`src/rtl/nand_ecc_pkg.sv`:
```
package nand_ecc_pkg;

    typedef enum logic [1:0] {
        CYC_IDLE = 2'b00,
        CYC_CMD  = 2'b01,
        CYC_ADDR = 2'b10,
        CYC_DATA = 2'b11
    } bus_cyc_e;

    localparam int unsigned DEF_DATA_W   = 8;
    localparam int unsigned DEF_CHUNK    = 256;
    localparam int unsigned SPARE_BYTES  = 3;
    localparam int unsigned SPARE_SHIFT  = 2;

    typedef struct packed {
        logic accept;
        logic last;
    } step_t;

    function automatic int unsigned word_width(input int unsigned data_w, input int unsigned chunk);
        return 2 * $clog2(chunk) + 2 * $clog2(data_w);
    endfunction

endpackage

```
`src/rtl/ecc_chunk_ctr.sv`:
```
module ecc_chunk_ctr #(
    parameter int unsigned CHUNK = 256,
    localparam int unsigned IDX_W = $clog2(CHUNK)
) (
    input  logic              clk,
    input  logic              rst,
    input  logic              clr,
    input  logic              accept,
    output logic [IDX_W-1:0]  idx,
    output logic              last
);
    localparam logic [IDX_W-1:0] LAST_IDX = IDX_W'(CHUNK - 1);

    assign last = accept && (idx == LAST_IDX);

    always_ff @(posedge clk) begin
        if (rst || clr) begin
            idx <= '0;
        end else if (accept) begin
            idx <= last ? '0 : idx + 1'b1;
        end
    end

    AST_CNT_CLEARED: assert property (@(posedge clk) disable iff (rst)
        clr |=> (idx == '0));

    AST_CNT_HOLD: assert property (@(posedge clk) disable iff (rst)
        (!accept && !clr) |=> $stable(idx));

    AST_CNT_WRAP: assert property (@(posedge clk) disable iff (rst)
        (last && !clr) |=> (idx == '0));

endmodule

```
`src/rtl/ecc_parity_acc.sv`:
```
module ecc_parity_acc #(
    parameter int unsigned DATA_W = 8,
    parameter int unsigned IDX_W  = 8,
    localparam int unsigned COL_W  = $clog2(DATA_W),
    localparam int unsigned COL_B  = 2 * COL_W,
    localparam int unsigned LINE_B = 2 * IDX_W,
    localparam int unsigned WORD_W = LINE_B + COL_B
) (
    input  logic              clk,
    input  logic              rst,
    input  logic              clr,
    input  logic              accept,
    input  logic              last,
    input  logic [IDX_W-1:0]  idx,
    input  logic [DATA_W-1:0] data,
    output logic [WORD_W-1:0] acc_upd
);
    logic [WORD_W-1:0] acc;
    logic [LINE_B-1:0] line_c;
    logic [COL_B-1:0]  col_c;
    logic              byte_par;

    assign byte_par = ^data;

    // line parity: each byte index bit selects the even or odd member of a pair
    for (genvar k = 0; k < IDX_W; k++) begin : g_line
        assign line_c[2*k]   = byte_par & ~idx[k];
        assign line_c[2*k+1] = byte_par &  idx[k];
    end

    // column parity: each bit-position bit splits the byte into two halves
    always_comb begin
        col_c = '0;
        for (int j = 0; j < COL_W; j++) begin
            for (int b = 0; b < DATA_W; b++) begin
                if (b[j]) col_c[2*j+1] = col_c[2*j+1] ^ data[b];
                else      col_c[2*j]   = col_c[2*j]   ^ data[b];
            end
        end
    end

    assign acc_upd = acc ^ {line_c, col_c};

    always_ff @(posedge clk) begin
        if (rst || clr || (accept && last)) begin
            acc <= '0;
        end else if (accept) begin
            acc <= acc_upd;
        end
    end

    AST_ACC_RESTART: assert property (@(posedge clk) disable iff (rst)
        (accept && last) |=> (acc == '0));

    AST_ACC_IDLE: assert property (@(posedge clk) disable iff (rst)
        (!accept && !clr) |=> $stable(acc));

endmodule

```
`src/rtl/ecc_capture.sv`:
```
module ecc_capture #(
    parameter int unsigned WORD_W = 22
) (
    input  logic              clk,
    input  logic              rst,
    input  logic              capture,
    input  logic              dma_en,
    input  logic [WORD_W-1:0] acc_upd,
    output logic [WORD_W-1:0] word,
    output logic              vld,
    output logic              dreq
);
    always_ff @(posedge clk) begin
        if (rst) begin
            word <= '0;
            vld  <= 1'b0;
            dreq <= 1'b0;
        end else begin
            vld  <= capture;
            dreq <= capture && dma_en;
            if (capture) word <= acc_upd;
        end
    end

    AST_DREQ_WITH_VLD: assert property (@(posedge clk) disable iff (rst)
        dreq |-> vld);

    AST_VLD_PULSE: assert property (@(posedge clk) disable iff (rst)
        vld |=> !vld);

    AST_WORD_KEPT: assert property (@(posedge clk) disable iff (rst)
        !capture |=> $stable(word));

endmodule

```
`src/rtl/ecc_packer.sv`:
```
module ecc_packer #(
    parameter int unsigned WORD_W  = 22,
    parameter int unsigned SHIFT   = 2,
    parameter int unsigned N_BYTES = 3,
    localparam int unsigned PACK_W = 8 * N_BYTES,
    localparam int unsigned SEL_W  = $clog2(N_BYTES + 1)
) (
    input  logic [WORD_W-1:0] word,
    input  logic [SEL_W-1:0]  sel,
    output logic [PACK_W-1:0] packed_word,
    output logic [7:0]        byte_out
);
    logic [WORD_W+SHIFT-1:0] shifted;
    logic [7:0]              slot [N_BYTES];

    assign shifted     = {word, {SHIFT{1'b0}}};
    assign packed_word = ~PACK_W'(shifted);

    // slot 0 holds the most significant byte
    for (genvar s = 0; s < N_BYTES; s++) begin : g_slot
        assign slot[s] = packed_word[PACK_W-1-8*s -: 8];
    end

    always_comb begin
        byte_out = 8'h00;
        for (int s = 0; s < N_BYTES; s++) begin
            if (sel == SEL_W'(s)) byte_out = slot[s];
        end
    end

endmodule

```
`src/rtl/nand_hamming_ecc.sv`:
```
module nand_hamming_ecc
    import nand_ecc_pkg::*;
#(
    parameter int unsigned DATA_W = DEF_DATA_W,
    parameter int unsigned CHUNK  = DEF_CHUNK,
    localparam int unsigned IDX_W  = $clog2(CHUNK),
    localparam int unsigned WORD_W = word_width(DATA_W, CHUNK),
    localparam int unsigned PACK_W = 8 * SPARE_BYTES,
    localparam int unsigned SEL_W  = $clog2(SPARE_BYTES + 1)
) (
    input  logic              clk,
    input  logic              rst,
    input  logic              ecc_en,
    input  logic              dma_en,
    input  logic              clr,
    input  logic              bus_stb,
    input  logic [1:0]        bus_cyc,
    input  logic [DATA_W-1:0] bus_data,
    input  logic [SEL_W-1:0]  pk_sel,
    output logic [WORD_W-1:0] ecc_word,
    output logic              ecc_vld,
    output logic              ecc_dreq,
    output logic [PACK_W-1:0] spare_word,
    output logic [7:0]        spare_byte
);
    bus_cyc_e          cyc;
    step_t             step;
    logic [IDX_W-1:0]  idx;
    logic              last;
    logic [WORD_W-1:0] acc_upd;

    assign cyc         = bus_cyc_e'(bus_cyc);
    assign step.accept = ecc_en && bus_stb && (cyc == CYC_DATA) && !clr;
    assign step.last   = last;

    ecc_chunk_ctr #(.CHUNK(CHUNK)) u_ctr (
        .clk    (clk),
        .rst    (rst),
        .clr    (clr),
        .accept (step.accept),
        .idx    (idx),
        .last   (last)
    );

    ecc_parity_acc #(.DATA_W(DATA_W), .IDX_W(IDX_W)) u_acc (
        .clk     (clk),
        .rst     (rst),
        .clr     (clr),
        .accept  (step.accept),
        .last    (step.last),
        .idx     (idx),
        .data    (bus_data),
        .acc_upd (acc_upd)
    );

    ecc_capture #(.WORD_W(WORD_W)) u_cap (
        .clk     (clk),
        .rst     (rst),
        .capture (step.last),
        .dma_en  (dma_en),
        .acc_upd (acc_upd),
        .word    (ecc_word),
        .vld     (ecc_vld),
        .dreq    (ecc_dreq)
    );

    ecc_packer #(.WORD_W(WORD_W), .SHIFT(SPARE_SHIFT), .N_BYTES(SPARE_BYTES)) u_pack (
        .word        (ecc_word),
        .sel         (pk_sel),
        .packed_word (spare_word),
        .byte_out    (spare_byte)
    );

    AST_NO_CAPTURE_ON_NONDATA: assert property (@(posedge clk) disable iff (rst)
        (cyc != CYC_DATA || !ecc_en || !bus_stb) |=> !ecc_vld);

endmodule

```
`config.mk`:
```
export PLATFORM = sky130hd
export DESIGN_NAME = nand_hamming_ecc
export DESIGN_NICKNAME = d
export VERILOG_FILES = /design/src/rtl/nand_ecc_pkg.sv /design/src/rtl/ecc_chunk_ctr.sv /design/src/rtl/ecc_parity_acc.sv /design/src/rtl/ecc_capture.sv /design/src/rtl/ecc_packer.sv /design/src/rtl/nand_hamming_ecc.sv
export SDC_FILE = /design/constraint.sdc
export NUM_CORES = 1
export LEC_CHECK = 0
export BUFFER_PORTS_ARGS = -buffer_cell sky130_fd_sc_hd__buf_2
export CAP_MARGIN = 15
export CORE_UTILIZATION = 57
export DETAILED_ROUTE_END_ITERATION = 10
export GPL_ROUTABILITY_DRIVEN = 0
export PLACE_DENSITY = 0.85
export SLEW_MARGIN = 20
export SYNTH_ARGS = -nofsm -noshare
export SYNTH_HDL_FRONTEND = slang
export SYNTH_HIERARCHICAL = 1
export SYNTH_SLANG_ARGS = --single-unit
```
`constraint.sdc`:
```
create_clock -name clk -period 4.94 [get_ports clk]
set_clock_uncertainty 0.15 [all_clocks]
set_input_delay 0.988 -clock clk [delete_from_list [all_inputs] [get_ports clk]]
set_output_delay 0.988 -clock clk [all_outputs]
set_load 0.01 [all_outputs]
```
Word-level counts from Yosys, hierarchy flattened --
Cells that the tools add are included.
Storage, ports and cells: input bits 18, word-level logic and storage cells 68, register bits 54
Cells by class: reductions and logical operators 11, add/sub/neg operators 1, eq/ne operators 4, mux-type cells 4, bitwise logic cells 43
Operators by type and width (number):
- 8-bit two-way mux | 4
- 24-bit NOT | 1
- 22-bit bitwise XOR | 1
- 1-bit bitwise XOR | 17
- 1-bit AND | 16
- 8-bit by 1-bit adder with 8-bit output, second input constant | 1
- 8-bit equality test, second input constant | 1
- 1-bit NOT | 8
- 8-bit XOR reduction | 1
- 1-bit logical AND | 6
- 2-bit equality test, second input constant | 2
- 2-bit by 1-bit equality test with 1-bit output, second input constant | 1
- 2-bit zero test | 1
- 1-bit logical OR | 2
- 1-bit zero test | 1

Depth between registers and ports, before layout --
depth after elaboration 6, gate-level depth with buffers 9, gate-level depth less buffers 7

Cells and area by module --
Netlist, hierarchy kept.
By module, submodules not included:
- ecc_parity_acc | cells an instance 161, seq. area each 440.4 um^2, times used 1, area each 1347.5 um^2
- ecc_capture | cells an instance 75, seq. area each 480.5 um^2, times used 1, area each 855.8 um^2
- ecc_chunk_ctr | cells an instance 42, seq. area each 160.2 um^2, times used 1, area each 370.4 um^2
- ecc_packer | cells an instance 45, seq. area each 0.0 um^2, times used 1, area each 320.3 um^2
- nand_hamming_ecc | cells an instance 2, seq. area each 0.0 um^2, times used 1, area each 16.3 um^2

Worst setup path before layout --
No wires, ideal clock.
path type input to register, start input port bus_cyc[0], end register u_acc.acc[6], slack 1.868 ns, required time 4.655 ns, stages on the path 8, data arrival time 2.787 ns, path buffers 1, path through nand2_1 and4bb_2 nand4_1 nor3_1 a211oi_1 clkbuf_1 o311ai_0 o41ai_1
RTL lines:
- from (decl) | line nand_hamming_ecc.sv:17 | input logic [1:0] bus_cyc,
- to (signal assigned) | line ecc_parity_acc.sv:48 | acc <= acc_upd;
- to (decl) | line ecc_parity_acc.sv:18 | logic [WORD_W-1:0] acc;

==> reports/results.txt <==
status - complete, no violations
Cells after Synth - 325
Fin. Hold Viols - 0
dpl cell area - 0.00325 mm^2
die height - 73.5 um
CTS tree - built
Worst slew margin - 0.514
crit path launch type - input port
Crit. End Element - flop
Synth Area in Simple Gates - 0.160
maxcap violations - 0
clock latency on the worst-skew pair - 0.30 ns
area leader, netlist - dfxtp_1
# fillers - 393
Final setup viols - 0
Synth cell types - 40
die span in x - 73.5 um
Post-Layout Cell Count - 457
most common flop cell mapped by yosys - dfxtp_1
fraction of layout cells with a size suffix above 1 - 0.256
Root Buffer - clkbuf_8
Synth top area share - 0.371
synthesized area - 0.00291 mm^2
asr flop ratio synth - 0
first-pass GRT wire length - 9.52 mm
area of the die - 0.00540 mm^2
Req. time, crit path - 4.96 ns
GRT Overall Usage - 0.229
Clock Sinks - 54
buffers added on ports - 71
I/O pins - 74
Post-Synth XOR/XNOR Area - 0.138
area taken by multi-input logic gates - 0.00162 mm^2
Synth Area in Compound Gates - 0.130
initial antenna violation count - 0
Clock transition at path regs - 0.09 ns
RSZ-0062 raised after global routing - false
Nets - 408
critical path data arrival time - 3.11 ns
Max Clock Freq - 0.323 GHz
Worst VDD drop - 0.200 mV
final instance area - 0.00335 mm^2
Period minus WS final - 3.09 ns
sequential fraction of the synthesis area - 0.371
Sequential Area - 0.00108 mm^2
DP Wirelength - 4.45 mm
Antenna Violating Nets Remaining - 0
commonest non-fill, non-tap cells in the layout - 71 x buf_2, 54 x dfxtp_1, 45 x nor2_1, 33 x xnor2_1
max-slew violations - 0
H-tree depth - 2
yosys warns - 6
Seq cells post-synth - 54
EDFF count, synth - 0
cells taking the most area after synthesis - dfxtp_1 37%, xnor2_1 10%, mux2i_1 8.3%, nor2_1 5.8%, xor2_1 3.6%
Leak - 0.00122 uW
Min Hold Slack - 0.353 ns
Crit Path Class - input port to flop
wire length per cell - 13.3 um
crit-path max FO - 19
PostCTS Resize Cnt - 0
initial DRC count - 124
routed vias - 2437
Tcrit/Tclk final - 0.626
worst min path class - flop to flop
Final TNS setup - 0 ns
first-pass iteration count of the detailed router - 4
Starting Density - 0.604
core area - 0.00482 mm^2
Inserted Clock Buffers - 5
mux contribution to synthesized area - 0.113
Routed WL - 6.06 mm
largest family of logic cells by synthesized area - simple AND/OR/NAND/NOR gates
Worst Slack Setup Final - 1.85 ns
largest net degree at the start of global routing - 30
average vias per placed instance - 5.33
Remaining DRCs - 0
# rows - 25
Pwr per Cell Area - 254 mW/mm^2
Max Root-Sink Buffers - 2
Post-Synth Adder-Cell Area - 0.00430
Antenna diodes - 0
setup bufs post-CTS - 0
pre-CTS WS - 1.51 ns
vias in the first global route - 2056
hold_buf cts - 0
Placed Cells - 449
Mapped Avg Cell Area - 8.95 um^2
commonest non-fill, non-tap cell in the layout - buf_2
Worst-Margin Slew - 0.724 ns
GRT overflow - 0
area growth from synthesis to layout - 15.3%
-- cells by family after synthesis --
| kind of cell | Yosys count |
|---|---|
| AOI/OAI and AO/OA | 51 |
| xor gates and xnor gates | 46 |
| adders and majority gates | 1 |
| buffers and inverters | 43 |
| DFF | 54 |
| muxes | 30 |
| other | 1 |
| and+or+nand+nor | 99 |
-- Yosys cell counts, drive strengths merged, types with 3 or more instances --
cell	count
dfxtp	54
nor2	45
xnor2	34
inv	24
mux2i	24
nand2	21
xor2	12
a21oi	11
buf	11
nand2b	10
o21ai	10
or3	10
clkbuf	8
o311ai	8
o41ai	8
o22ai	7
mux2	6
nand3	3
-- cell type report --
| class | instances | share of cell area |
|---|---|---|
| repair buffers | 75 | 0.115 |
| clock buffers | 7 | 0.0257 |
| well taps | 67 | 0.0250 |
| multi-input cells | 229 | 0.484 |
| flip-flops and latches | 54 | 0.322 |
| clock inverters | 1 | 0.00149 |
| inverters | 24 | 0.0269 |
-- stage by stage --
| step | util | total power [uW] |
|---|---|---|
| after CTS | 0.694 | 851 |
| after global placement | 0.675 | 607 |
| after detailed placement | 0.675 | 610 |
| after global routing | 0.696 | 897 |
| final | 0.696 | 853 |
| after floorplan | - | 582 |
-- worst max-delay path, cell delays in order --
cell and delay (ns):
buf_2 0.12, and4bb_2 0.56, nand4_1 0.29, nor3_2 0.25
buf_4 0.32, a211oi_1 0.12, buf_4 0.21, o311ai_0 0.12
o41ai_1 0.13
-- per-layer routing --
| metal | wire [um] | GRT usage | vias up |
|---|---|---|---|
| li1 | - | - | 1226 |
| met2 | 2920 | 0.394 | 73 |
| met4 | 68 | 0.0577 | 0 |
| met5 | 0 | 0 | - |
| met1 | 2770 | 0.298 | 1129 |
| met3 | 296 | 0.0343 | 9 |
-- power by group --
group / switching (uW) / internal (uW)
combinational: 108 / 61.4
sequential: 0.930 / 436
clock: 134 / 113
total: 243 / 611
-- registers in the layout (all words and copies together) (netlist names) --
| signal | count |
|---|---|
| u_cap/word | 22 |
| u_acc/acc | 22 |
| u_cap/dreq | 1 |
| u_cap/vld | 1 |
| u_ctr/idx | 8 |
-- path summary, 6_finish.rpt --
path	from	endpoint	slack [ns]	cells after the start
worst max register to register	u_ctr/idx[0]$_SDFFE_PP0P_	u_acc/acc[16]$_SDFFE_PP0P_	2.48	8
worst min register to register	u_acc/acc[17]$_SDFFE_PP0P_	u_acc/acc[17]$_SDFFE_PP0P_	0.35	2
worst max-delay path	clr	u_acc/acc[16]$_SDFFE_PP0P_	1.85	9
worst min-delay path	u_acc/acc[17]$_SDFFE_PP0P_	u_acc/acc[17]$_SDFFE_PP0P_	0.35	2
No activity file was read; power rests on OpenSTA's default activity.
